File: src/rtl/lvl_pkg.sv
package lvl_pkg;
    localparam int LVL_AXES = 3;

    typedef struct packed {
        logic [LVL_AXES-1:0] hit;
        logic                evt;
        logic                bw;
    } lvl_state_t;
endpackage

File: src/rtl/lvl_axis_cmp.sv
module lvl_axis_cmp #(
    parameter int SW = 8
) (
    input  logic [SW-1:0] sample,
    input  logic [SW-1:0] thr,
    input  logic          thr_signed,
    input  logic          neg_pol,
    input  logic          axis_off,
    output logic          hit
);
    localparam int EW = SW + 1;

    logic [EW-1:0] mag_d;
    logic [EW-1:0] thr_u_d;
    logic          reach_d;

    always_comb begin
        mag_d = {1'b0, sample};
        if (sample[SW-1]) begin
            mag_d = ~{1'b1, sample} + {{(EW-1){1'b0}}, 1'b1};
        end
        thr_u_d = {1'b0, thr};
        if (thr_signed) begin
            reach_d = ($signed(sample) >= $signed(thr));
        end else begin
            reach_d = (mag_d >= thr_u_d);
        end
        hit = !axis_off && (neg_pol ? !reach_d : reach_d);
    end
endmodule

File: src/rtl/lvl_combine.sv
module lvl_combine #(
    parameter int N = 3
) (
    input  logic [N-1:0] hit,
    input  logic [N-1:0] off,
    input  logic         neg_pol,
    output logic         evt
);
    always_comb begin
        if (neg_pol) begin
            evt = (&(hit | off)) && !(&off);
        end else begin
            evt = |hit;
        end
    end
endmodule

File: src/rtl/lvl_detect_top.sv
module lvl_detect_top
    import lvl_pkg::*;
#(
    parameter int SAMPLE_W = 8
) (
    input  logic                clk,
    input  logic                rst_n,
    input  logic                sample_vld,
    input  logic [SAMPLE_W-1:0] axis_x,
    input  logic [SAMPLE_W-1:0] axis_y,
    input  logic [SAMPLE_W-1:0] axis_z,
    input  logic [SAMPLE_W-1:0] thresh,
    input  logic [2:0]          axis_off,
    input  logic                thr_signed,
    input  logic                neg_pol,
    input  logic                bw_sel,
    output logic [2:0]          axis_hit,
    output logic                level_evt,
    output logic                bw_sel_q
);
    logic [SAMPLE_W-1:0] smp [LVL_AXES];
    logic [LVL_AXES-1:0] hit_c;
    logic                evt_c;
    lvl_state_t          st_d;
    lvl_state_t          st_q;

    assign smp[0] = axis_x;
    assign smp[1] = axis_y;
    assign smp[2] = axis_z;

    for (genvar a = 0; a < LVL_AXES; a++) begin : g_axis
        lvl_axis_cmp #(.SW(SAMPLE_W)) u_cmp (
            .sample     (smp[a]),
            .thr        (thresh),
            .thr_signed (thr_signed),
            .neg_pol    (neg_pol),
            .axis_off   (axis_off[a]),
            .hit        (hit_c[a])
        );
    end

    lvl_combine #(.N(LVL_AXES)) u_comb (
        .hit     (hit_c),
        .off     (axis_off),
        .neg_pol (neg_pol),
        .evt     (evt_c)
    );

    always_comb begin
        st_d = st_q;
        if (sample_vld) begin
            st_d.hit = hit_c;
            st_d.evt = evt_c;
            st_d.bw  = bw_sel;
        end
    end

    always_ff @(posedge clk or negedge rst_n) begin
        if (!rst_n) begin
            st_q <= '0;
        end else begin
            st_q <= st_d;
        end
    end

    assign axis_hit  = st_q.hit;
    assign level_evt = st_q.evt;
    assign bw_sel_q  = st_q.bw;

    AST_HOLD_IDLE: assert property (@(posedge clk) disable iff (!rst_n)
        !sample_vld |=> ($stable(axis_hit) && $stable(level_evt) && $stable(bw_sel_q)))
        else $error("hold violated");
    AST_OFF_NO_HIT: assert property (@(posedge clk) disable iff (!rst_n)
        sample_vld |=> ((axis_hit & $past(axis_off)) == 3'b000))
        else $error("disabled axis hit");
    AST_OR_EVT: assert property (@(posedge clk) disable iff (!rst_n)
        (sample_vld && !neg_pol) |=> (level_evt == (|axis_hit)))
        else $error("OR combine mismatch");
    AST_ALL_OFF_QUIET: assert property (@(posedge clk) disable iff (!rst_n)
        (sample_vld && neg_pol && (&axis_off)) |=> !level_evt)
        else $error("event with all axes off");
    AST_BW_PASS: assert property (@(posedge clk) disable iff (!rst_n)
        sample_vld |=> (bw_sel_q == $past(bw_sel)))
        else $error("bandwidth select mismatch");
    AST_RESET_CLEAR: assert property (@(posedge clk)
        !rst_n |-> (axis_hit == 3'b000 && !level_evt && !bw_sel_q))
        else $error("reset state wrong");
endmodule

File: config.mk
export PLATFORM = sky130hd
export DESIGN_NAME = lvl_detect_top
export DESIGN_NICKNAME = d
export VERILOG_FILES = /design/src/rtl/lvl_pkg.sv /design/src/rtl/lvl_axis_cmp.sv /design/src/rtl/lvl_combine.sv /design/src/rtl/lvl_detect_top.sv
export SDC_FILE = /design/constraint.sdc
export NUM_CORES = 1
export LEC_CHECK = 0
export BUFFER_PORTS_ARGS = -buffer_cell sky130_fd_sc_hd__buf_4
export CAP_MARGIN = 15
export CORE_MARGIN = 1.5
export CORE_UTILIZATION = 54
export CTS_CLUSTER_DIAMETER = 120
export DETAILED_ROUTE_END_ITERATION = 16
export PLACE_DENSITY = 0.82
export SETUP_SLACK_MARGIN = 0.3
export SKIP_CTS_REPAIR_TIMING = 1
export SYNTH_ARGS = -nofsm -noshare
export SYNTH_HDL_FRONTEND = slang
export SYNTH_SLANG_ARGS = --single-unit
export TNS_END_PERCENT = 5
File: constraint.sdc
create_clock -name clk -period 0.85 [get_ports clk]
set_input_delay 0.0425 -clock clk [delete_from_list [all_inputs] [get_ports clk]]
set_output_delay 0.0425 -clock clk [all_outputs]
set_load 0.05 [all_outputs]
After elaboration in Yosys (flattened, before gate mapping)
Index checks and enable logic that the tools add are counted.
{ "word_totals": {"regBits": 5, "output_inout_bits": 5, "elab_cells": 40} }
{ "classes": {"addsub": 3, "order_cmp": 6, "muxes": 10, "bitwise": 4, "n_reduce_logical": 14} }
{ "ops": {"columns": ["operator", "count"], "rows": [
  ["9-bit by 1-bit adder with 9-bit output, second input constant", 3],
  ["9-bit by 8-bit >= comparator with 1-bit output", 3],
  ["9-bit 2-to-1 mux", 3],
  ["9-bit inverter", 3],
  ["8-bit >= comparator", 3],
  ["1-bit zero test", 7],
  ["1-bit 2-to-1 mux", 7],
  ["3-bit AND reduction", 2],
  ["1-bit logical AND", 4],
  ["3-bit bitwise OR", 1],
  ["3-bit OR reduction", 1]
]} }

Longest topological paths before layout
Gate-level depths: netlist of run 1.
{ "logic_depth": {"ltp_word": 12, "mapped_depth": 12, "mapped_depth_nobuf": 12} }

By module
Synthesis of run 1 repeated with hierarchy kept, for this count alone.
{ "unflattened": {"hier_cells": 223, "hier_area_um2": 1823.0} }
{ "modules_own_cells": {"columns": ["mod", "instances", "cells_per_inst", "area_each_um2"], "rows": [
  ["lvl_axis_cmp", 3, 69, 535.5],
  ["lvl_detect_top", 1, 10, 181.4],
  ["lvl_combine", 1, 6, 35.0]
]} }

Worst setup path after synthesis of run 1
Ideal clock, no wire load.
{ "synth_path": {"kind": "input -> register", "from": "in axis_x[5]", "to": "reg st_q (netlist bit level_evt)", "t_arrival_ns": 1.860, "required_time_ns": 0.721, "slack_ns": -1.139, "cell_stages": 9, "cell_sequence": "or3_1 o21ai_0 xnor2_1 ha_1 a21o_1 a211o_1 o22ai_2 o221ai_1 mux2i_1"} }
{ "synth_via": {"elab_chain_len": 12, "word_cells_on_any_way": 14} }
{ "synth_lines": {"columns": ["item", "line", "text"], "rows": [
  ["from (decl)", "lvl_detect_top.sv:9", "input logic [SAMPLE_W-1:0] axis_x,"],
  ["9-bit inverter", "lvl_axis_cmp.sv:20", "mag_d = ~{1'b1, sample} + {{(EW-1){1'b0}}, 1'b1};"],
  ["9-bit by 1-bit adder with 9-bit output", "lvl_axis_cmp.sv:20", null],
  ["9-bit 2-to-1 mux", "lvl_axis_cmp.sv:19", "if (sample[SW-1]) begin"],
  ["9-bit by 8-bit >= comparator with 1-bit output", "lvl_axis_cmp.sv:26", "reach_d = (mag_d >= thr_u_d);"],
  ["1-bit 2-to-1 mux *", "lvl_axis_cmp.sv:23", "if (thr_signed) begin"],
  ["1-bit zero test", "lvl_axis_cmp.sv:28", "hit = !axis_off && (neg_pol ? !reach_d : reach_d);"],
  ["1-bit 2-to-1 mux *", "lvl_axis_cmp.sv:28", null],
  ["1-bit logical AND *", "lvl_axis_cmp.sv:28", null],
  ["3-bit bitwise OR", "lvl_combine.sv:11", "evt = (&(hit | off)) && !(&off);"],
  ["3-bit AND reduction", "lvl_combine.sv:11", null],
  ["1-bit logical AND", "lvl_combine.sv:11", null],
  ["1-bit 2-to-1 mux *", "lvl_combine.sv:10", "if (neg_pol) begin"],
  ["to (signal assigned)", "lvl_detect_top.sv:62", "st_q <= st_d;"],
  ["to (decl)", "lvl_detect_top.sv:25", "lvl_state_t st_q;"]
]} }
Mark *: on every way between the ends. The rest lies on a longest branch, timed or not.
A chain may end at the register's enable or synchronous reset.

Worst setup path in the final report of run 1
{ "layout_path": {"from": "in axis_y[1]", "to": "reg st_q (netlist bit axis_hit[1])"} }
{ "layout_via": {"elab_chain_len": 8, "word_cells_on_any_way": 9} }
{ "layout_lines": {"columns": ["item", "line", "text"], "rows": [
  ["from (decl)", "lvl_detect_top.sv:10", "input logic [SAMPLE_W-1:0] axis_y,"],
  ["9-bit inverter", "lvl_axis_cmp.sv:20", null],
  ["9-bit by 1-bit adder with 9-bit output", "lvl_axis_cmp.sv:20", null],
  ["9-bit 2-to-1 mux", "lvl_axis_cmp.sv:19", null],
  ["9-bit by 8-bit >= comparator with 1-bit output", "lvl_axis_cmp.sv:26", null],
  ["1-bit 2-to-1 mux *", "lvl_axis_cmp.sv:23", null],
  ["1-bit zero test", "lvl_axis_cmp.sv:28", null],
  ["1-bit 2-to-1 mux *", "lvl_axis_cmp.sv:28", null],
  ["1-bit logical AND *", "lvl_axis_cmp.sv:28", null]
]} }
Marked as above.

==> results of run 1 <==
cell usage after synthesis, types with 2 or more instances:
library cell and instances:
ha_1 48, inv_1 22, nand2_1 18, xnor2_1 17
o21ai_0 12, a21oi_1 10, nand2b_1 8, nor2_1 7
a21o_1 6, dfrtp_1 5, o31ai_1 5, nand3_1 4
or3_1 4, nand4_1 3, nor4_1 3, a211o_1 2
a31o_1 2, a31oi_1 2, a32oi_1 2, nor2b_1 2
o2111ai_1 2, o22ai_1 2
kinds of logic (layout without fill, tap and decap cells):
family / count (synthesis) / in the layout / synth area share [%]
AO/OA/AOI/OAI: 56 / 56 / 24.09
AND/OR/NAND/NOR: 54 / 54 / 16.53
adder cells (fa/ha/maj): 48 / 48 / 35.58
buffers and inverters: 22 / 117 / 4.893
XOR/XNOR: 18 / 18 / 9.340
flip-flops: 5 / 5 / 7.413
multiplexers: 3 / 3 / 2.149
layout by cell type, fill, tap and decap left out, drive strengths merged:
cell         count
a31o             2
o311ai           1
o31ai            6
nor4             3
a31oi            2
inv             22
or3              4
a32oi            2
buf             90
xor2             1
nand3b           1
xnor2           17
nor2             7
mux2             2
nand2b           9
o22ai            3
mux2i            1
ha              48
a21o             6
nand4            3
nor2b            2
a2111oi          2
o2111ai          2
a21oi           11
a311oi           1
o21ai           12
nor4b            1
clkbuf           4
dfrtp            5
a21boi           1
a211o            2
a211oi           2
and4b            1
o221ai           1
nor3             1
nand3            4
dlygate4sd3      1
nand2           18
layer usage:
layer	vias up	routed length, um	global-route usage (%)
met4	0	231	9.091
met5	-	0	0
met3	33	384	2.857
met2	119	3016	55.24
met1	931	2257	36.28
li1	964	-	-
final timing paths:
path	slack, ps	end	cells after the start
worst min register to register	510	axis_hit[2]	2
max in group asynchronous	600	bw_sel_q	2
min in group asynchronous	140	level_evt	2
worst min-delay path	8	axis_hit[0]	2
worst max-delay path	-1060	axis_hit[1]	13
worst max register to register	-100	level_evt	3
worst reg2reg max path: cells and delay by family (launching register included):
kind | cells | cell delay [ps]
flops | 1 | 380
compound gates | 1 | 170
simple gates | 1 | 160
mux | 1 | 120
area by class of cell:
class                           instances  area (um^2)  area share (%)
Multi-Input combinational cell        179         1585           61.15
Timing Repair Buffer                   91        726.9           28.04
Sequential cell                         5        125.1           4.826
Inverter                               22        87.58           3.378
Tap cell                               33        41.29           1.593
Clock buffer                            4        26.28           1.014
power by group through the flow:
stage	Sequential [W]	Clock (W)	Combinational [W]
4_1_cts	0.000295	0.000283	0.00149
6_report	0.000304	0.000278	0.00167
3_3_place_gp	0.000296	0	0.00142
2_1_floorplan	0.000424	0	0.000715
5_1_grt	0.000305	0.000301	0.00178
3_5_place_dp	0.000297	0	0.00148
stage by stage:
stage	setup slack, ps	hold slack [ps]	utilization, %	instances
6_report	-1056	7.669	86.33	334
5_1_grt	-1123	5.300	86.33	334
4_1_cts	-1029	-411.2	81.50	333
3_5_place_dp	-1288	-152.3	80.63	329
3_3_place_gp	-1211	-152.7	80.63	329
2_1_floorplan	-990.4	-253.1	-	206
sequential cells by signal (all words and copies together) (netlist names):
register   flops
axis_hit       3
level_evt      1
bw_sel_q       1
==> impl_metrics.tcl, run 1 <==
set metrics [dict create \
    powerDensity_nw_per_um2 866.8 \
    cts_num_sinks 5 \
    yosys_warnings 0 \
    grt_pass1_wl_um 8073 \
    path_cells "buf_8, inv_4, ha_4, nand2b_4, xnor2_2, ha_1, a21o_1, a31oi_1, o21ai_1, a21o_1, o311ai_4, xnor2_1, o31ai_1" \
    power_switching_w 0.0009761 \
    syn_area_um2 1688 \
    synth_cells 206 \
    totalWireLength_um 5890 \
    synthTopCellsByArea "ha_1, xnor2_1, dfrtp_1" \
    clk_pin_slew_ps 40 \
    grt_start_max_net_pins 9 \
    timing.critical_path.buf_inv 2 \
    cts_root_buf "clkbuf_4" \
    p_clk_share_pct 12.4 \
    syn_nets 295 \
    power_leakage_nw 1.327 \
    ys_seq_elements 5 \
    setup_ws_ps -1056 \
    via_per_inst 6.129 \
    num_vias 2047 \
    total_power_w 0.002247 \
    drv_slew 0 \
    area_growth_pct 53.60 \
    hold_start "axis_off[0]" \
    clk_path_buf_depth 2 \
    seqPwrFrac_pct 13.5 \
    io_buffers 45 \
    route.detailed.drc 0 \
    grt_pass1_vias 1956 \
    cp-start-kind "input pin" \
    die_area_um2 3470 \
    hold_class "in -> reg" \
    grt_antenna_before_repair 0 \
    die_y_um 58.91 \
    routedWlPerCell_um 17.63 \
    tritoncts "built" \
    slew_headroom_pct 71.88 \
    gr-total-overflow 0 \
    final-setup-viol-count 4 \
    r2r-start "level_evt" \
    min_period_ps 1906 \
    yosysTopAreaCellShare_pct 35.58 \
    fp.dieW_um 58.91 \
    slowest_stage "ha_1" \
    core_um2 3003 \
    fin_skew_ps 0 \
    worstPathRequired_ps 990 \
    max_stage_delay_ps 330 \
    p_sw_share_pct 43.44 \
    cts_max_level 1 \
    critPathArrivalTime_ps 2050 \
    worst_pin_slew_ps 411.1 \
    period_share_pct 224.2 \
    maxCapViolations 0 \
    finalSetupTns_ps -4038 \
    synth_top_area_cell "ha_1" \
    insertion_delay_ps 240 \
    worstSetupPathType "in -> reg" \
    yosysSeqAreaShare_pct 7.413 \
    drt_iter0_markers 125 \
    fillCellCount 160 \
    drtAntennaViolNets 0 \
    dp_hpwl_um 4094 \
    grt_usage_pct 29.96 \
    routabilityCongestion 0.8388 \
    critPathCaptureType "register" \
    max_freq_mhz 524.8 \
    setup.worst_path.start "axis_y[1]" \
    synthArstFlopShare_pct 100.0 \
    status "finished with violations" \
    cp_max_fo 2 \
    synth.distinct_cells 42 \
    vdd_drop_max_mv 0.6034 \
    first_pass_iters 4 \
    rows 20 \
    drive_above_1_share_pct 38.87 \
    internal-power_w 0.001271 \
    cts_made_buffers 3 \
    start_util_pct 56.21 \
    hold_viol_final 0 \
    fin_area_um2 2592 \
    rsz0062_at_grt "true" \
    critPathTopFamily "compound AO/OA/AOI/OAI gates" \
    violations "negative setup slack" \
    avgSynthCellArea_um2 8.194 \
    synth_edf_count 0 \
    comb_power_share_pct 74.1 \
    antenna_cells 0 \
    synth_ff_type "dfrtp_1" \
    nets 391 \
    dpl_cell_area_um2 2421 \
    crit_top_cell "a21o_1" \
    pin_count 46 \
]
(Power assumes the default switching activity.)
==> run 2: changes to the inputs <==
==> constraint.sdc (replaced) <==
create_clock -name clk -period 0.85 [get_ports clk]
set_input_delay 0.0425 -clock clk [delete_from_list [all_inputs] [get_ports clk]]
set_output_delay 0.0425 -clock clk [all_outputs]
set_load 0.02 [all_outputs]
==> run 2 against run 1 <==
  * The run still ends with negative setup slack left
  * Sequential share of layout area is essentially flat
  * Combinational power shrank 5%
  * Sequential power is essentially flat
  * Final area grew 0.14%
  * Total power shrank 3.6%
  * Maximum frequency grew 0.29%
  * Via count grew 0.98%
  * Setup slack gained 5.5 ps
  * Critical path depth is the same
  * Sequential cell count is the same
  * Final cell count is the same
==> impl_metrics.tcl, run 2 (same netlist as run 1, synthesis figures left out) <==
set metrics [dict create \
    power_switching_w 0.0008959 \
    powerDensity_nw_per_um2 834.8 \
    p_sw_share_pct 41.34 \
    via_per_inst 6.189 \
    finish.utilization_pct 86.46 \
    seqPwrFrac_pct 14.0 \
    min_period_ps 1900 \
    max_stage_delay_ps 320 \
    critPathCaptureType "register" \
    worstSetupPathType "in -> reg" \
    totalWireLength_um 5925 \
    final-setup-viol-count 4 \
    p_clk_share_pct 12.9 \
    die_area_um2 3470 \
    cp_max_fo 2 \
    grt_pass1_vias 1956 \
    core_um2 3003 \
    first_pass_iters 5 \
    start_util_pct 56.21 \
    drtAntennaViolNets 0 \
    route.detailed.drc 0 \
    status "finished with violations" \
    setup_ws_ps -1050 \
    cp-start-kind "input pin" \
    vdd_drop_max_mv 0.5446 \
    drive_above_1_share_pct 38.87 \
    antenna_cells 0 \
    dp_hpwl_um 4094 \
    slew_headroom_pct 70.47 \
    max_freq_mhz 526.3 \
    holdWs_ps 6.802 \
    cts_root_buf "clkbuf_4" \
    internal-power_w 0.001271 \
    cts_num_sinks 5 \
    drv_slew 0 \
    clk_pin_slew_ps 40 \
    worst_pin_slew_ps 431.8 \
    die_y_um 58.91 \
    hold_class "in -> reg" \
    grt_antenna_before_repair 0 \
    hold_viol_final 0 \
    grt_usage_pct 29.96 \
    critPathArrivalTime_ps 2040 \
    nets 391 \
    worstPathRequired_ps 990 \
    violations "negative setup slack" \
    fp.dieW_um 58.91 \
    pin_count 46 \
    area_growth_pct 53.82 \
    regArea_um2 125.1 \
    comb_power_share_pct 73.1 \
    total_power_w 0.002167 \
    largest_register_ffs 3 \
    clk_path_buf_depth 2 \
    power_leakage_nw 1.332 \
    num_vias 2067 \
    rows 20 \
    fin_skew_ps 0 \
    crit_top_cell "a21o_1" \
    routedWlPerCell_um 17.74 \
    gr-total-overflow 0 \
    maxCapViolations 0 \
    routabilityCongestion 0.8388 \
    multi_input_area_um2 1589 \
    insertion_delay_ps 240 \
    grt_start_max_net_pins 9 \
    cts_made_buffers 3 \
    fillCellCount 160 \
    layout_common_cells "buf_4, ha_1, inv_1" \
    rsz0062_at_grt "true" \
    cts_max_level 1 \
    io_buffers 45 \
    period_share_pct 223.5 \
    slowest_stage "ha_1" \
    path_cells "buf_8, inv_4, ha_4, nand2b_4, xnor2_2, ha_1, a21o_1, a31oi_1, o21ai_1, a21o_1, o311ai_4, xnor2_1, o31ai_1" \
    grt_pass1_wl_um 8073 \
    final_common_cell "buf_4" \
    tritoncts "built" \
    drt_iter0_markers 157 \
]
==> run 2: cell counts in the layout (fill, tap and decap cells not counted) <==
No cell type changed its count.
==> run 2: power groups by stage <==
stage	combinational (W)	clock, W	sequential [W]
global placement	0.00133	0	0.000296
detailed placement	0.00139	0	0.000297
CTS	0.00141	0.000283	0.000295
finish	0.00158	0.000279	0.000304
global route	0.00170	0.000301	0.000305
floorplan	0.000715	0	0.000341
==> run 2: through the flow <==
step,instances,setup slack [ps],TNS [ps],cell area [um^2]
after floorplan,206,-990.4,-3906,1704
after global routing,334,-1123,-4282,2596
after CTS,333,-1029,-4011,2447
final,334,-1050,-4025,2596
after global placement,329,-1211,-4796,2421
after detailed placement,329,-1288,-4992,2421
==> run 2: final timing paths <==
| check | slack [ps] | endpoint | startpoint | cells after the start |
|---|---|---|---|---|
| max | -1050 | axis_hit[1] | axis_y[1] | 13 |
| min | 7 | axis_hit[0] | axis_off[0] | 2 |
| max reg2reg | -110 | level_evt | level_evt | 3 |
| min reg2reg | 510 | axis_hit[2] | axis_hit[2] | 2 |
| max in group asynchronous | 600 | bw_sel_q | rst_n | 2 |
| min in group asynchronous | 140 | level_evt | rst_n | 2 |
==> run 2: cell type report <==
type / count / area share, %
Clock buffer: 4 / 1.012
Inverter: 22 / 3.373
Multi-Input combinational cell: 179 / 61.20
Sequential cell: 5 / 4.819
Tap cell: 33 / 1.590
Timing Repair Buffer: 91 / 28.00
==> run 2: critical path, delay by kind of cell <==
kind	cells	cell delay (ps)
simple gates	1	140
compound gates	6	1010
xor+xnor	2	260
fa+ha+maj	2	470
buf+inv	2	110
==> run 2: per-layer routing <==
layer / vias up / global-route usage, % / part of all wire [%] / wire length, um
li1: 965 / - / - / -
met4: 0 / 9.091 / 4.9 / 290
met1: 942 / 36.28 / 38 / 2273
met3: 40 / 2.857 / 6.9 / 408
met5: - / 0 / 0 / 0
met2: 120 / 55.24 / 50 / 2952
==> run 3: changes to the inputs <==
- BUFFER_PORTS_ARGS: -buffer_cell sky130_fd_sc_hd__buf_4 -> -buffer_cell sky130_fd_sc_hd__buf_2
==> run 3 against run 2 <==
  * The flow finishes with violations (negative hold slack, negative setup slack)
  * Critical endpoint is now level_evt
  * Non-clock buffer count increased by 4
  * Setup slack got worse by 20 ps
  * Via count decreased by 4.5%
  * Sequential share of layout area increased by 0.20 points
  * Largest power group unchanged
  * Highest routed layer unchanged
  * First-iteration DRC count decreased by 59%
  * Clock power increased by 6%
  * Die area unchanged
==> impl_metrics.tcl, run 3 (same netlist as run 1, synthesis figures left out) <==
set metrics [dict create \
    max_freq_mhz 520.8 \
    slowest_stage "or3_4" \
    io_buffers 45 \
    insertion_delay_ps 250 \
    critPathArrivalTime_ps 2090 \
    die_y_um 58.91 \
    start_util_pct 56.21 \
    p_clk_share_pct 14.2 \
    drtAntennaViolNets 0 \
    timing.critical_path.buf_inv 2 \
    core_um2 3003 \
    dp_hpwl_um 4108 \
    drv_slew 0 \
    rsz0062_at_grt "true" \
    drt_iter0_markers 64 \
    comb_power_share_pct 71.5 \
    drive_above_1_share_pct 40.00 \
    die_area_um2 3470 \
    cts_max_level 1 \
    area_growth_pct 47.66 \
    worstPathRequired_ps 1020 \
    cp_max_fo 3 \
    setup_ws_ps -1070 \
    clk_pin_slew_ps 50 \
    grt_pass1_vias 1990 \
    tritoncts "built" \
    maxCapViolations 0 \
    holdWs_ps -5.822 \
    critPathCaptureType "register" \
    final_common_cell "buf_4" \
    power_switching_w 0.0008836 \
    p_sw_share_pct 42.24 \
    seqPwrFrac_pct 14.3 \
    dp_slack_ps -1339 \
    path_cells "buf_6, or3_4, o31ai_4, xnor2_1, ha_1, o2111ai_2, a32oi_1, buf_4, nand3b_1, o221ai_2, mux2i_1" \
    cts_num_sinks 5 \
    routedWlPerCell_um 15.49 \
    num_vias 1973 \
    fp.dieW_um 58.91 \
    worst_pin_slew_ps 346.8 \
    route.detailed.drc 0 \
    period_share_pct 225.9 \
    worstSetupPathType "in -> reg" \
    pin_count 46 \
    cp-start-kind "input pin" \
    grt_start_max_net_pins 9 \
    violations "negative hold slack, negative setup slack" \
    hold_class "in -> reg" \
    grt_usage_pct 30.46 \
    nets 395 \
    cts_root_buf "clkbuf_4" \
    max_stage_delay_ps 410 \
    fin_skew_ps 0 \
    rows 20 \
    antenna_cells 0 \
    critPathTopFamily "compound AO/OA/AOI/OAI gates" \
    largest_register_ffs 3 \
    status "finished with violations" \
    powerDensity_nw_per_um2 839.4 \
    internal-power_w 0.001208 \
    final-setup-viol-count 4 \
    via_per_inst 5.837 \
    totalWireLength_um 5235 \
    clk_path_buf_depth 2 \
    layout_common_cells "buf_4, ha_1, buf_2" \
    cts_made_buffers 3 \
    vdd_drop_max_mv 0.3997 \
    hold_viol_final 1 \
    grt_antenna_before_repair 0 \
    first_pass_iters 4 \
    grt_pass1_wl_um 8211 \
    gr-total-overflow 0 \
    power_leakage_nw 1.309 \
    total_power_w 0.002092 \
    min_period_ps 1920 \
    routabilityCongestion 0.8772 \
    slew_headroom_pct 76.28 \
]
run 3: layout make-up:
cell class	count	area, um^2
Multi-Input combinational cell	179	1589
Timing Repair Buffer	95	628.1
Fill cell	195	510.5
Sequential cell	5	125.1
Inverter	22	82.58
Tap cell	33	41.29
Clock buffer	4	26.28
run 3: path summary, 6_finish.rpt:
| path | startpoint | endpoint | slack [ps] | depth (start not counted) |
|---|---|---|---|---|
| max in group asynchronous | rst_n | level_evt | 580 | 2 |
| setup reg to reg | level_evt | level_evt | -70 | 3 |
| min in group asynchronous | rst_n | axis_hit[0] | 130 | 2 |
| hold / removal | axis_off[2] | axis_hit[2] | -6 | 2 |
| setup / recovery | axis_z[2] | level_evt | -1070 | 11 |
| hold reg to reg | axis_hit[1] | axis_hit[1] | 490 | 2 |
run 3: metrics by stage:
stage | TNS, ps | std cells | utilization, % | instance area, um^2
after floorplan | -3906 | 206 | - | 1704
after global placement | -4750 | 330 | 77.13 | 2316
after detailed placement | -5081 | 330 | 77.13 | 2316
after CTS | -4129 | 334 | 78.00 | 2342
after global routing | -4597 | 338 | 83.00 | 2492
final | -4132 | 338 | 83.00 | 2492
run 3: power by group through the flow:
stage	Sequential, W	Clock (W)	Combinational [W]
global placement	0.000295	0	0.00125
CTS	0.000295	0.000294	0.00134
detailed placement	0.000295	0	0.00132
floorplan	0.000341	0	0.000715
global route	0.000303	0.000309	0.00164
finish	0.000299	0.000296	0.00150
run 3: per-layer routing:
layer  wire, um  vias to the layer above  track usage, %
met2       2634                       42           56.35
met4        129                        0           7.468
met5          0                        -               0
met3        129                       15           2.637
li1           -                      972               -
met1       2342                      944           37.62
run 3: worst register-to-register path, delay by kind of cell (launching register included):
| kind | cells | cell delay, ps |
|---|---|---|
| mux | 1 | 90 |
| simple gates | 1 | 150 |
| compound gates | 1 | 160 |
| flops | 1 | 390 |
